### src/rtl/prog_rom_bank_sel.sv
module prog_rom_bank_sel #(
  parameter int ADDR_W   = 11,
  parameter int DEV_W    = 4,
  parameter int DEV_CODE = 5
) (
  input  logic              clk,
  input  logic              rst,
  input  logic [ADDR_W-1:0] prog_addr,
  input  logic [DEV_W-1:0]  dev_sel,
  input  logic              rd_wr,
  input  logic [1:0]        bus_sel,
  input  logic              src_gate,
  input  logic [1:0]        strap,
  output logic [ADDR_W-2:0] rom_addr,
  output logic              oe_boot_lo,
  output logic              oe_boot_hi,
  output logic              oe_a_lo,
  output logic              oe_a_hi,
  output logic              oe_b_lo,
  output logic              oe_b_hi
);
  localparam int BANK_BIT = ADDR_W - 1;

  logic [1:0] sel_q;
  logic       wr_stb, hi_bank, m_norm, m_test, bank_on;

  assign wr_stb  = rd_wr && (dev_sel == DEV_W'(DEV_CODE));
  assign hi_bank = prog_addr[BANK_BIT];
  assign m_norm  = (strap == 2'b00);
  assign m_test  = (strap == 2'b01);
  assign bank_on = m_norm & hi_bank & src_gate;

  always_ff @(posedge clk) begin
    if (rst)         sel_q <= 2'b00;
    else if (wr_stb) sel_q <= bus_sel;
  end

  assign rom_addr   = prog_addr[BANK_BIT-1:0];
  assign oe_boot_lo = m_norm & ~hi_bank;
  assign oe_boot_hi = m_test & ~hi_bank;
  assign oe_a_lo    = bank_on &  sel_q[1] & ~sel_q[0];
  assign oe_a_hi    = bank_on &  sel_q[1] &  sel_q[0];
  assign oe_b_lo    = bank_on & ~sel_q[1] & ~sel_q[0];
  assign oe_b_hi    = bank_on & ~sel_q[1] &  sel_q[0];

  logic [5:0] oe_vec;
  assign oe_vec = {oe_boot_lo, oe_boot_hi, oe_a_lo, oe_a_hi, oe_b_lo, oe_b_hi};


  load_chk: assert property (@(posedge clk) disable iff (rst)
    wr_stb |=> sel_q == $past(bus_sel));


  hold_chk: assert property (@(posedge clk) disable iff (rst)
    !wr_stb |=> $stable(sel_q));


  one_drv_chk: assert property (@(posedge clk) disable iff (rst)
    $onehot0(oe_vec));


  gate_off_chk: assert property (@(posedge clk) disable iff (rst)
    !src_gate |-> !(oe_a_lo | oe_a_hi | oe_b_lo | oe_b_hi));


  no_diag_chk: assert property (@(posedge clk) disable iff (rst)
    (strap == 2'b00) |-> !oe_boot_hi);


  all_off_chk: assert property (@(posedge clk) disable iff (rst)
    strap[1] |-> (oe_vec == 6'b0));


  test_only_chk: assert property (@(posedge clk) disable iff (rst)
    (strap == 2'b01) |-> (oe_vec == {1'b0, !prog_addr[BANK_BIT], 4'b0}));
endmodule

### config.mk
export PLATFORM = sky130hd
export DESIGN_NAME = prog_rom_bank_sel
export DESIGN_NICKNAME = d
export VERILOG_FILES = /design/src/rtl/prog_rom_bank_sel.sv
export SDC_FILE = /design/constraint.sdc
export NUM_CORES = 1
export LEC_CHECK = 0
export ABC_AREA = 1
export BUFFER_PORTS_ARGS = -buffer_cell sky130_fd_sc_hd__buf_4
export CORE_AREA = 2 2 39 41
export DETAILED_ROUTE_END_ITERATION = 16
export DIE_AREA = 0 0 41 43
export HOLD_SLACK_MARGIN = 0.05
export PLACE_DENSITY = 0.58
export SLEW_MARGIN = 20
export SYNTH_ARGS = -nofsm -noshare
export SYNTH_HDL_FRONTEND = slang
export SYNTH_SLANG_ARGS = --single-unit
### constraint.sdc
create_clock -name clk -period 0.8 [get_ports clk]
set_input_delay 0.04 -clock clk [delete_from_list [all_inputs] [get_ports clk]]
set_output_delay 0.04 -clock clk [all_outputs]
set_load 0.02 [all_outputs]
* After elaboration in Yosys (flattened, before gate mapping)
Cells that the tools add are included.
Storage, ports and cells: register bits 2, bits of input ports 23, output and inout bits 16, logic and storage cells 18
Cells by class: equality and inequality tests 2, bitwise logic cells 13, reduce and logical (&&, ||, !) cells 2
Operators with widths (count):
- 1-bit bitwise AND | 10
- 4-bit by 3-bit == test with 1-bit output (second input constant) | 1
- 1-bit inverter | 3
- 2-bit by 1-bit == test with 1-bit output (second input constant) | 1
- 2-bit logical NOT | 1
- 1-bit logical AND | 1

* Logic depth before layout (Yosys ltp)
depth in word-level cells 5, depth in mapped cells 6, mapped depth without buffers 6

* Least setup slack after synthesis
No wires, ideal clock.
path kind flip-flop to output port, from register sel_q[1], to output oe_b_hi, data arrival time 0.736 ns, data required time 0.760 ns, setup slack 0.024 ns, stages on the path, launching flop included 4, buffers on the path 0, cell sequence dfxtp_1 > inv_1 > nand4_1 > nor2_1
Between the ends: word-level cells in the longest chain between the ends 3
Ends and longest elaborated chain:
- start: declaration | line 24 | logic [1:0] sel_q;
- start signal: assignment | line 35 | else if (wr_stb) sel_q <= bus_sel;
- 1-bit inverter | line 44 | assign oe_b_hi = bank_on & ~sel_q[1] & sel_q[0];
- 1-bit bitwise AND (2 in a row) | line 44
- end: declaration | line 20 | output logic oe_b_hi
No other way between the ends.

* Final worst setup path
from register sel_q[1], to output oe_b_lo
Between the ends: word-level cells in the longest chain between the ends 3
Ends and longest elaborated chain:
- 1-bit inverter | line 43 | assign oe_b_lo = bank_on & ~sel_q[1] & ~sel_q[0];
- 1-bit bitwise AND (2 in a row) | line 43
- end: declaration | line 19 | output logic oe_b_lo,
No other way between the ends.

==> metrics.cfg <==
[run_status]
status = complete, but fails checks
failed_checks = setup timing

[synth]
yosys_register_bits = 2
yosysTopAreaCell = buf_4
syn_area_sq_um = 242.7
yosysSeqAreaShare = 0.1649
yosys.area.top_type_share = 0.3093
syn_inst = 39
yosys-top-cells-area = buf_4 31%, dfxtp_1 16%, nor2_1 14%
synth_cell_types = 12
synth_nets = 62
ys_warn_count = 0
synth_area_per_cell_sq_um = 6.224

[worst_setup_path]
cp_top_family = flip-flops
crit_arrival_ps = 940
cp-start-kind = register
cp-end-kind = primary output
path_buf_inv = 2
cp_slowest_stage_delay_ps = 320
cp_cell_sequence = inv_2 > nand4_1 > nor2_1 > buf_4
crit_type = register to primary output
crit_path_max_fanout = 3
critPathSlowestCell = dfxtp_2
worstPathRequired_ps = 760

[power]
pwr-share-comb = 0.231
sw_frac_of_total = 0.2246
power_density_mw_per_mm2 = 1181
power.share.clock = 0.520
leakage_nw = 0.1821
p_total_w = 0.0004210
seq_power_share = 0.250
ir_drop_mv = 0.9844
internal-power_w = 0.0003265
p_sw_w = 0.00009453

[floorplanning]
die_w_um = 41
initial_core_util = 0.1754
coreArea_sq_mm = 0.001384
die_y_um = 43
rows = 14
die_area_sq_mm = 0.001763
pin_count = 39

[global_route]
grt-busiest-layer = met3
grt_max_degree = 5
antenna_found_initial = 0
grt_use_met2 = 0.1000
gr-usage-met1 = 0.05096
gr-total-overflow = 0
grt_pass1_wl_um = 786
grtUsageMet3 = 0.1099
grt_pass1_vias = 228
grt_usage = 0.07608

[drt]
wl_per_cell_um = 7.463
ant_nets = 0
drcViolationCount = 0
routed_wl_um = 500
vias = 256
via_per_inst = 3.821
drt_iter0_markers = 6
first_pass_iters = 2

[cts]
numCtsBuffers = 3
root_buffer = clkbuf_4
clock_path_buffers = 2
clock_latency_ps = 220
cts.sinks = 2
post_cts_buffers = 0
htreeDepth = 1
cts_tree = built
clkTransAtPathRegs_ps = 30

[sta]
setup_ws_ps = -181.9
tightest_slew_ps = 161.6
setup_viol = 4
fin_crit_sh = 1.227
rsz0062_at_grt = true
drv_slew = 0
setup_tns_ps = -672.0
fmax_ghz = 1.018
period_minus_slack_ps = 981.9
skew_ps = 0
hold_viol = 0
slew_headroom = 0.8914

[layout]
final_cell_mix = 18 x buf_4, 9 x nor2_1, 4 x inv_1, 4 x nand2_1
regMostFlops = sel_q
final_nets = 76
n_antenna_cell = 0
design_area_sq_um = 356.6
syn_to_final_growth_pct = 46.91
final_common_cell = buf_4
n_fill_cell = 149
largest_reg_flops = 2
largestRegisters = sel_q (2)
drive_gt1_frac = 0.5490
final_util = 0.2577

[run]
drv_cap = 0

[placement]
dp_hpwl_um = 431.2
dp_slack_ps = 48.33
place_area_sq_um = 322.8
place_congestion = 0.5787
port_buffers = 18

[hold_path]
hold_path.class = input port to primary output

==> metal layers <==
layer / vias to the layer above / part of all wire
li1: 133 / -
met1: 101 / 0.34
met2: 20 / 0.40
met3: 2 / 0.26
met4: 0 / 0.0080
met5: - / 0
==> layout make-up <==
cell class	instances	area [sq um]	area share
repair buffers	19	145.1	0.4070
flip-flops and latches	2	41.29	0.1158
inverters	7	26.28	0.07368
multi-input cells	20	101.3	0.2842
clock buffers	3	22.52	0.06316
well taps	16	20.02	0.05614
==> Yosys cell counts <==
master and n:
nor2_1 9, dfxtp_1 2, nand4_1 2, inv_2 2, nor3_1 1, nand2_2 1, nand2_1 4, nor3b_1 1
nand3_2 1, inv_1 5, buf_4 10, nor2_4 1
==> power groups by stage <==
stage	logic, W	clock network [W]	registers (W)
finish	0.0000971	0.000219	0.000105
global route	0.000106	0.000265	0.000105
CTS	0.0000982	0.000236	0.000105
detailed placement	0.0000943	0	0.000106
global placement	0.0000934	0	0.000106
floorplan	0.000106	0	0.000105
==> worst paths after layout <==
kind,from,to,slack (ps),depth (start not counted)
setup / recovery,sel_q[1]$_SDFFE_PP0P_,oe_b_lo,-180,4
hold / removal,prog_addr[4],rom_addr[4],80,0
setup reg to reg,sel_q[0]$_SDFFE_PP0P_,sel_q[0]$_SDFFE_PP0P_,210,2
hold reg to reg,sel_q[1]$_SDFFE_PP0P_,sel_q[1]$_SDFFE_PP0P_,490,2
==> repair_timing <==
item | in CTS | in global routing
gates cloned | 0 | 0
hold endpoints to repair | 2 | 0
hold buffers | 1 | 0
gates resized for setup | 1 | 1
pin swaps | 2 | 2
setup endpoints to repair | 4 | 4
==> through the flow <==
stage	hold slack, ps	instances
5_1_grt	80.04	67
3_3_place_gp	80.14	63
3_5_place_dp	80.14	63
6_report	80.01	67
4_1_cts	80.14	67
2_1_floorplan	159.5	39
==> kinds of logic after synthesis <==
kind of cell / after synthesis / synth area share
DFF: 2 / 0.1650
buffers and inverters: 17 / 0.4175
and+or+nand+nor: 20 / 0.4175
Note: power is estimated with default switching activity, not from simulation.
